`src/rtl/ldst_agen_pkg.sv`:
```
package ldst_agen_pkg;

  // Fixed field positions in the instruction word.
  localparam int BIT_REG_OFF = 25;
  localparam int BIT_PRE     = 24;
  localparam int BIT_UP      = 23;
  localparam int BIT_BYTE    = 22;
  localparam int BIT_WB      = 21;
  localparam int BIT_LOAD    = 20;
  localparam int BASE_LSB    = 16;
  localparam int IMM_W       = 12;
  localparam int AMT_LSB     = 7;
  localparam int AMT_W       = 5;
  localparam int KIND_LSB    = 5;

  typedef enum logic [1:0] {
    SH_LSL = 2'd0,
    SH_LSR = 2'd1,
    SH_ASR = 2'd2,
    SH_ROR = 2'd3
  } shiftKind_e;

  // Strobes from control to datapath.
  typedef struct packed {
    logic             useRegOffset;
    logic             addrFromSum;
    logic             addOffset;
    logic             writeBack;
    logic             loadXfer;
    logic             byteXfer;
    shiftKind_e       shiftKind;
    logic [AMT_W-1:0] shiftAmt;
    logic [3:0]       baseIdx;
    logic [IMM_W-1:0] immOffset;
  } agenCtrl_t;

endpackage

```
`src/rtl/ldst_agen_ctrl.sv`:
```
module ldst_agen_ctrl
  import ldst_agen_pkg::*;
(
  input  logic [31:0] instr,
  output agenCtrl_t   ctrl
);

  always_comb begin
    ctrl.useRegOffset = instr[BIT_REG_OFF];
    ctrl.addrFromSum  = instr[BIT_PRE];
    ctrl.addOffset    = instr[BIT_UP];
    ctrl.writeBack    = !instr[BIT_PRE] || instr[BIT_WB];
    ctrl.loadXfer     = instr[BIT_LOAD];
    ctrl.byteXfer     = instr[BIT_BYTE];
    ctrl.shiftKind    = shiftKind_e'(instr[KIND_LSB +: 2]);
    ctrl.shiftAmt     = instr[AMT_LSB +: AMT_W];
    ctrl.baseIdx      = instr[BASE_LSB +: 4];
    ctrl.immOffset    = instr[IMM_W-1:0];
  end

endmodule

```
`src/rtl/ldst_agen_shift.sv`:
```
module ldst_agen_shift
  import ldst_agen_pkg::*;
#(
  parameter int XLEN = 32,
  localparam int SH_W = $clog2(XLEN)
) (
  input  logic [XLEN-1:0] opIn,
  input  shiftKind_e      kind,
  input  logic [SH_W-1:0] amt,
  input  logic            carryIn,
  output logic [XLEN-1:0] opOut
);

  logic            amtZero;
  logic [XLEN-1:0] lslRes, lsrRes, asrRes, rorRes;

  always_comb begin
    amtZero = (amt == '0);
    lslRes  = opIn << amt;
    // Zero amount encodes a full-width shift for the right shifts.
    lsrRes  = amtZero ? '0 : (opIn >> amt);
    asrRes  = amtZero ? {XLEN{opIn[XLEN-1]}} : XLEN'($signed(opIn) >>> amt);
    // Zero amount encodes a one-bit rotate through carry.
    rorRes  = amtZero ? {carryIn, opIn[XLEN-1:1]}
                      : ((opIn >> amt) | (opIn << (SH_W'(XLEN - 1) - amt + 1'b1)));
    unique case (kind)
      SH_LSL:  opOut = lslRes;
      SH_LSR:  opOut = lsrRes;
      SH_ASR:  opOut = asrRes;
      default: opOut = rorRes;
    endcase
  end

endmodule

```
`src/rtl/ldst_agen_dp.sv`:
```
module ldst_agen_dp
  import ldst_agen_pkg::*;
#(
  parameter int XLEN = 32
) (
  input  agenCtrl_t       ctrl,
  input  logic [XLEN-1:0] baseVal,
  input  logic [XLEN-1:0] offsetRegVal,
  input  logic            carryIn,
  output logic [XLEN-1:0] accessAddr,
  output logic [XLEN-1:0] wbValue
);

  localparam int SH_W = $clog2(XLEN);

  logic [XLEN-1:0] shifted;
  logic [XLEN-1:0] offset;
  logic [XLEN-1:0] sum;

  ldst_agen_shift #(.XLEN(XLEN)) shift_i (
    .opIn   (offsetRegVal),
    .kind   (ctrl.shiftKind),
    .amt    (SH_W'(ctrl.shiftAmt)),
    .carryIn(carryIn),
    .opOut  (shifted)
  );

  always_comb begin
    offset     = ctrl.useRegOffset ? shifted : XLEN'(ctrl.immOffset);
    sum        = ctrl.addOffset ? (baseVal + offset) : (baseVal - offset);
    accessAddr = ctrl.addrFromSum ? sum : baseVal;
    wbValue    = sum;
  end

endmodule

```
`src/rtl/ldst_agen.sv`:
```
module ldst_agen
  import ldst_agen_pkg::*;
#(
  parameter int XLEN = 32
) (
  input  logic            clk,
  input  logic            rstN,
  input  logic            inValid,
  input  logic [31:0]     instr,
  input  logic [XLEN-1:0] baseVal,
  input  logic [XLEN-1:0] offsetRegVal,
  input  logic            carryIn,
  output logic            outValid,
  output logic [XLEN-1:0] accessAddr,
  output logic [XLEN-1:0] wbValue,
  output logic            wbEnable,
  output logic            isLoad,
  output logic            isByte,
  output logic [3:0]      baseIdx
);

  agenCtrl_t       ctrl;
  logic [XLEN-1:0] addrNext, wbNext;

  ldst_agen_ctrl ctrl_i (
    .instr(instr),
    .ctrl (ctrl)
  );

  ldst_agen_dp #(.XLEN(XLEN)) dp_i (
    .ctrl        (ctrl),
    .baseVal     (baseVal),
    .offsetRegVal(offsetRegVal),
    .carryIn     (carryIn),
    .accessAddr  (addrNext),
    .wbValue     (wbNext)
  );

  always_ff @(posedge clk) begin
    if (!rstN) begin
      outValid   <= 1'b0;
      wbEnable   <= 1'b0;
      accessAddr <= '0;
      wbValue    <= '0;
      isLoad     <= 1'b0;
      isByte     <= 1'b0;
      baseIdx    <= '0;
    end else begin
      outValid <= inValid;
      wbEnable <= inValid && ctrl.writeBack;
      if (inValid) begin
        accessAddr <= addrNext;
        wbValue    <= wbNext;
        isLoad     <= ctrl.loadXfer;
        isByte     <= ctrl.byteXfer;
        baseIdx    <= ctrl.baseIdx;
      end
    end
  end

  assert_valid_follows_R8: assert property (@(posedge clk) disable iff (!rstN)
    inValid |=> outValid);

  assert_idle_hold_R8: assert property (@(posedge clk) disable iff (!rstN)
    !inValid |=> (!outValid && !wbEnable && $stable(accessAddr) && $stable(wbValue)
                  && $stable(baseIdx) && $stable(isLoad) && $stable(isByte)));

  assert_post_base_addr_R5: assert property (@(posedge clk) disable iff (!rstN)
    (inValid && !instr[BIT_PRE]) |=> (accessAddr == $past(baseVal)));

  assert_post_always_wb_R6: assert property (@(posedge clk) disable iff (!rstN)
    (inValid && !instr[BIT_PRE]) |=> wbEnable);

  assert_pre_wb_request_R6: assert property (@(posedge clk) disable iff (!rstN)
    (inValid && instr[BIT_PRE]) |=> (wbEnable == $past(instr[BIT_WB]) && wbValue == accessAddr));

  assert_fields_R7: assert property (@(posedge clk) disable iff (!rstN)
    inValid |=> (isLoad == $past(instr[BIT_LOAD]) && baseIdx == $past(instr[19:16])));

endmodule

```
`config.mk`:
```
export PLATFORM = sky130hd
export DESIGN_NAME = ldst_agen
export DESIGN_NICKNAME = d
export VERILOG_FILES = /design/src/rtl/ldst_agen_pkg.sv /design/src/rtl/ldst_agen_ctrl.sv /design/src/rtl/ldst_agen_shift.sv /design/src/rtl/ldst_agen_dp.sv /design/src/rtl/ldst_agen.sv
export SDC_FILE = /design/constraint.sdc
export NUM_CORES = 1
export LEC_CHECK = 0
export BUFFER_PORTS_ARGS = -buffer_cell sky130_fd_sc_hd__buf_2
export CAP_MARGIN = 20
export CORE_MARGIN = 4
export CORE_UTILIZATION = 40
export DETAILED_ROUTE_END_ITERATION = 6
export SKIP_CTS_REPAIR_TIMING = 1
export SLEW_MARGIN = 20
export SYNTH_ARGS = -nofsm -noshare
export SYNTH_HDL_FRONTEND = slang
export SYNTH_SLANG_ARGS = --single-unit
export TNS_END_PERCENT = 100
```
`constraint.sdc`:
```
create_clock -name clk -period 11.44 [get_ports clk]
set_clock_uncertainty 0.05 [all_clocks]
set_input_delay 1.716 -clock clk [delete_from_list [all_inputs] [get_ports clk]]
set_output_delay 1.716 -clock clk [all_outputs]
set_load 0.02 [all_outputs]
```
==> results.toml <==
[logic_synthesis]
synth_top_area_share_pct = 12.4
avgSynthCellArea_um2 = 7.94
async_reset_ff_share_pct = 0
synthesis.nets = 1802
synth_seq_area_share_pct = 10.9
yosysWarnings = 0
synth_flop_cell = "dfxtp_1"
synth_cells = 1666
synth.area.top_cells = "mux4_2 12%, mux2i_1 11%, dfxtp_1 11%"
synth_edf_count = 0
synth_top_cell_by_area = "mux4_2"
ys_types = 105
syn_area_mm2 = 0.0132
synth-seq-cells = 72

[placed_design]
gp_congestion = 1.05
place_hpwl_mm = 54.1
port_buffers = 161

[floorplanning]
num_rows = 66
dieArea_mm2 = 0.0361
io_pins = 172
die_w_um = 190
die_h_um = 190
start_util_pct = 40.6
fp.coreArea_mm2 = 0.0326

[global_routing]
grt_max_degree = 70
grt_pass1_wl_mm = 103
grt_pass1_vias = 14500
antenna_found_initial = 4
track_usage_pct = 38.4
overflow = 0

[finish]
area_growth_pct = 9.73
layout_common_cells = "208 x nor2_1, 158 x buf_2, 148 x mux2i_1"
drive_gt1_share_pct = 22.8
nNetsFinal = 1867
final_common_cell = "nor2_1"

[route]
wl_per_cell_um = 33.0
vias = 15200
first_pass_iters = 7
via_per_inst = 6.97
drc = 0
antenna_left = 0
routed_wl_mm = 72.0
drtIter0Drc = 1749

[pwr]
p_clk_share_pct = 18.5
power_leakage_nw = 5.87
irDropWorstVdd_mv = 0.0840
p_seq_share_pct = 19.7
p_comb_share_pct = 61.8
power.density_mw_per_mm2 = 107
switching_share_pct = 47.8
power_switching_mw = 0.740
p_int_mw = 0.807

[setup_path]
r2r-end = "accessAddr[11]"
setup.worst_path.end = "accessAddr[31]"
critical_path_class = "primary input to flop"
crit_fanout = 69
critPathArrivalTime_ns = 9.43
rr_worst_depth = 2
worst-r2r-setup-slack_ns = 10.65
critPathRequiredTime_ns = 11.58
r2r-start = "accessAddr[11]"
crit_start = "instr[7]"
worstSetupEndpointType = "flop"
cp-start-kind = "primary input"

[worst_hold_path]
hold_path_class = "flop to flop"
min_from = "wbValue[30]"

[clock_tree]
cts.sinks = 72
clock_latency_ns = 0.34
cts_tree = "built"
clock_path_buffers = 2
cts.clk_slew.worst_paths_ns = 0.05
root_buffer = "clkbuf_16"
cts_buffers = 9
htreeDepth = 3

[timing]
finalSetupTns_ns = 0
final_max_slew_viol_count = 0
setup_viol = 0
rsz0062_at_grt = "no"
hold_viol_final = 0
max_slew.worst_pin.slew_ns = 1.20
whs_ns = 0.417
slew_headroom_pct = 19.0
fmax_ghz = 0.108
min_period_ns = 9.29
post-route-period-util_pct = 81.2

[run_status]
outcome = "finished clean"

[flow_run]
cap_violations = 0
-- cell usage after synthesis (7+ instances only) --
library cell,number
o31a_1,8
o32ai_1,8
nor2b_1,17
ha_1,35
xnor2_1,40
o21a_1,10
o21ai_0,72
xor2_1,17
nand4_1,7
o22ai_1,29
o31ai_1,13
mux2_1,7
a211oi_1,62
a22o_1,9
buf_6,12
a21o_1,16
buf_2,28
or3_1,7
mux2_2,40
nand3b_1,7
o211ai_1,17
buf_4,15
nand2b_1,21
a21oi_1,103
o221ai_1,18
nand2_1,101
nand3_1,39
o21ai_1,14
a31oi_1,24
buf_1,11
dfxtp_1,72
a22oi_1,14
a221oi_1,8
and2_1,10
and3_1,11
mux2i_1,148
nor3_1,32
clkbuf_1,92
inv_1,27
nor2_1,209
mux4_2,73
-- power groups by stage --
stage | Clock [mW] | Combinational, mW | Sequential (mW)
after floorplan | 0 | 0.590 | 0.352
after CTS | 0.289 | 0.934 | 0.304
after detailed placement | 0 | 0.930 | 0.310
final | 0.286 | 0.957 | 0.304
after global placement | 0 | 0.924 | 0.308
after global routing | 0.300 | 1.01 | 0.309
-- registers in the layout, summed over array words and instances, names as in the netlist --
| signal | cells |
|---|---|
| isLoad | 1 |
| accessAddr | 32 |
| baseIdx | 4 |
| wbEnable | 1 |
| outValid | 1 |
| isByte | 1 |
| wbValue | 32 |
-- per-stage QoR --
step | power (mW) | worst slack (ns) | util (%) | std cells | area, um2
after floorplan | 0.942 | 2.83 | - | 1666 | 13200
after global placement | 1.23 | 1.99 | 43.6 | 2162 | 14200
after detailed placement | 1.24 | 1.92 | 43.6 | 2162 | 14200
after CTS | 1.53 | 2.28 | 44.5 | 2178 | 14500
after global routing | 1.62 | 1.73 | 44.5 | 2178 | 14500
final | 1.55 | 2.15 | 44.5 | 2180 | 14500
-- worst max-delay path, stage by stage --
cell and delay [ns]:
buf_6 0.40, buf_4 0.88, mux2i_2 0.47, o22ai_1 0.14, a21oi_1 0.66, a22o_1 0.29
o21ai_1 0.10, a222oi_1 0.41, nand3_1 0.33, nor3_1 0.46, nand2_1 0.17, inv_1 0.19
a31oi_1 0.12, xnor2_1 0.15, ha_1 0.37, nand4_1 0.15, or3_1 0.40, inv_1 0.10
nand3_1 0.11, nand2b_1 0.18, a31oi_1 0.26, a31o_2 0.24, a41oi_1 0.19, a21oi_1 0.19
xnor3_1 0.45, mux2i_1 0.15, a21oi_1 0.08
-- logic make-up (layout without fill, tap and decap cells) --
| kind of cell | after synthesis | after routing | share of synthesized area (%) |
|---|---|---|---|
| DFF | 72 | 72 | 10.9 |
| buffers and inverters | 196 | 266 | 7.26 |
| AOI/OAI and AO/OA | 520 | 520 | 27.3 |
| xor gates and xnor gates | 60 | 60 | 4.19 |
| other | 0 | 2 | 0 |
| muxes | 275 | 275 | 28.4 |
| adders and majority gates | 36 | 36 | 3.46 |
| and+or+nand+nor | 507 | 507 | 18.5 |
-- final cells by class --
cell class / count / area [um2]
sequential: 72 / 1440
clock inverter: 6 / 68.8
fill: 3317 / 18100
multi-input combinational: 1398 / 10900
clock buffer: 10 / 229
timing repair buffer: 215 / 1230
antenna: 2 / 5.00
inverter: 35 / 131
tap: 442 / 553
-- worst min-delay path by stage --
stage | end | cells past startpoint | slack, ns
finish | wbValue[30] | 2 | 0.42
global route | wbValue[30] | 2 | 0.46
CTS | wbValue[30] | 2 | 0.42
detailed placement | wbValue[30] | 2 | 0.41
global placement | wbValue[30] | 2 | 0.41
floorplan | wbValue[30] | 2 | 0.50
-- layer usage --
| metal | global-route usage [%] | vias to the layer above | routed length [um] |
|---|---|---|---|
| met2 | 60.0 | 1009 | 31300 |
| li1 | - | 6525 | - |
| met5 | 0 | - | 40 |
| met1 | 48.6 | 7376 | 27700 |
| met4 | 24.4 | 6 | 5980 |
| met3 | 7.50 | 285 | 7040 |
(Power assumes the default switching activity.)
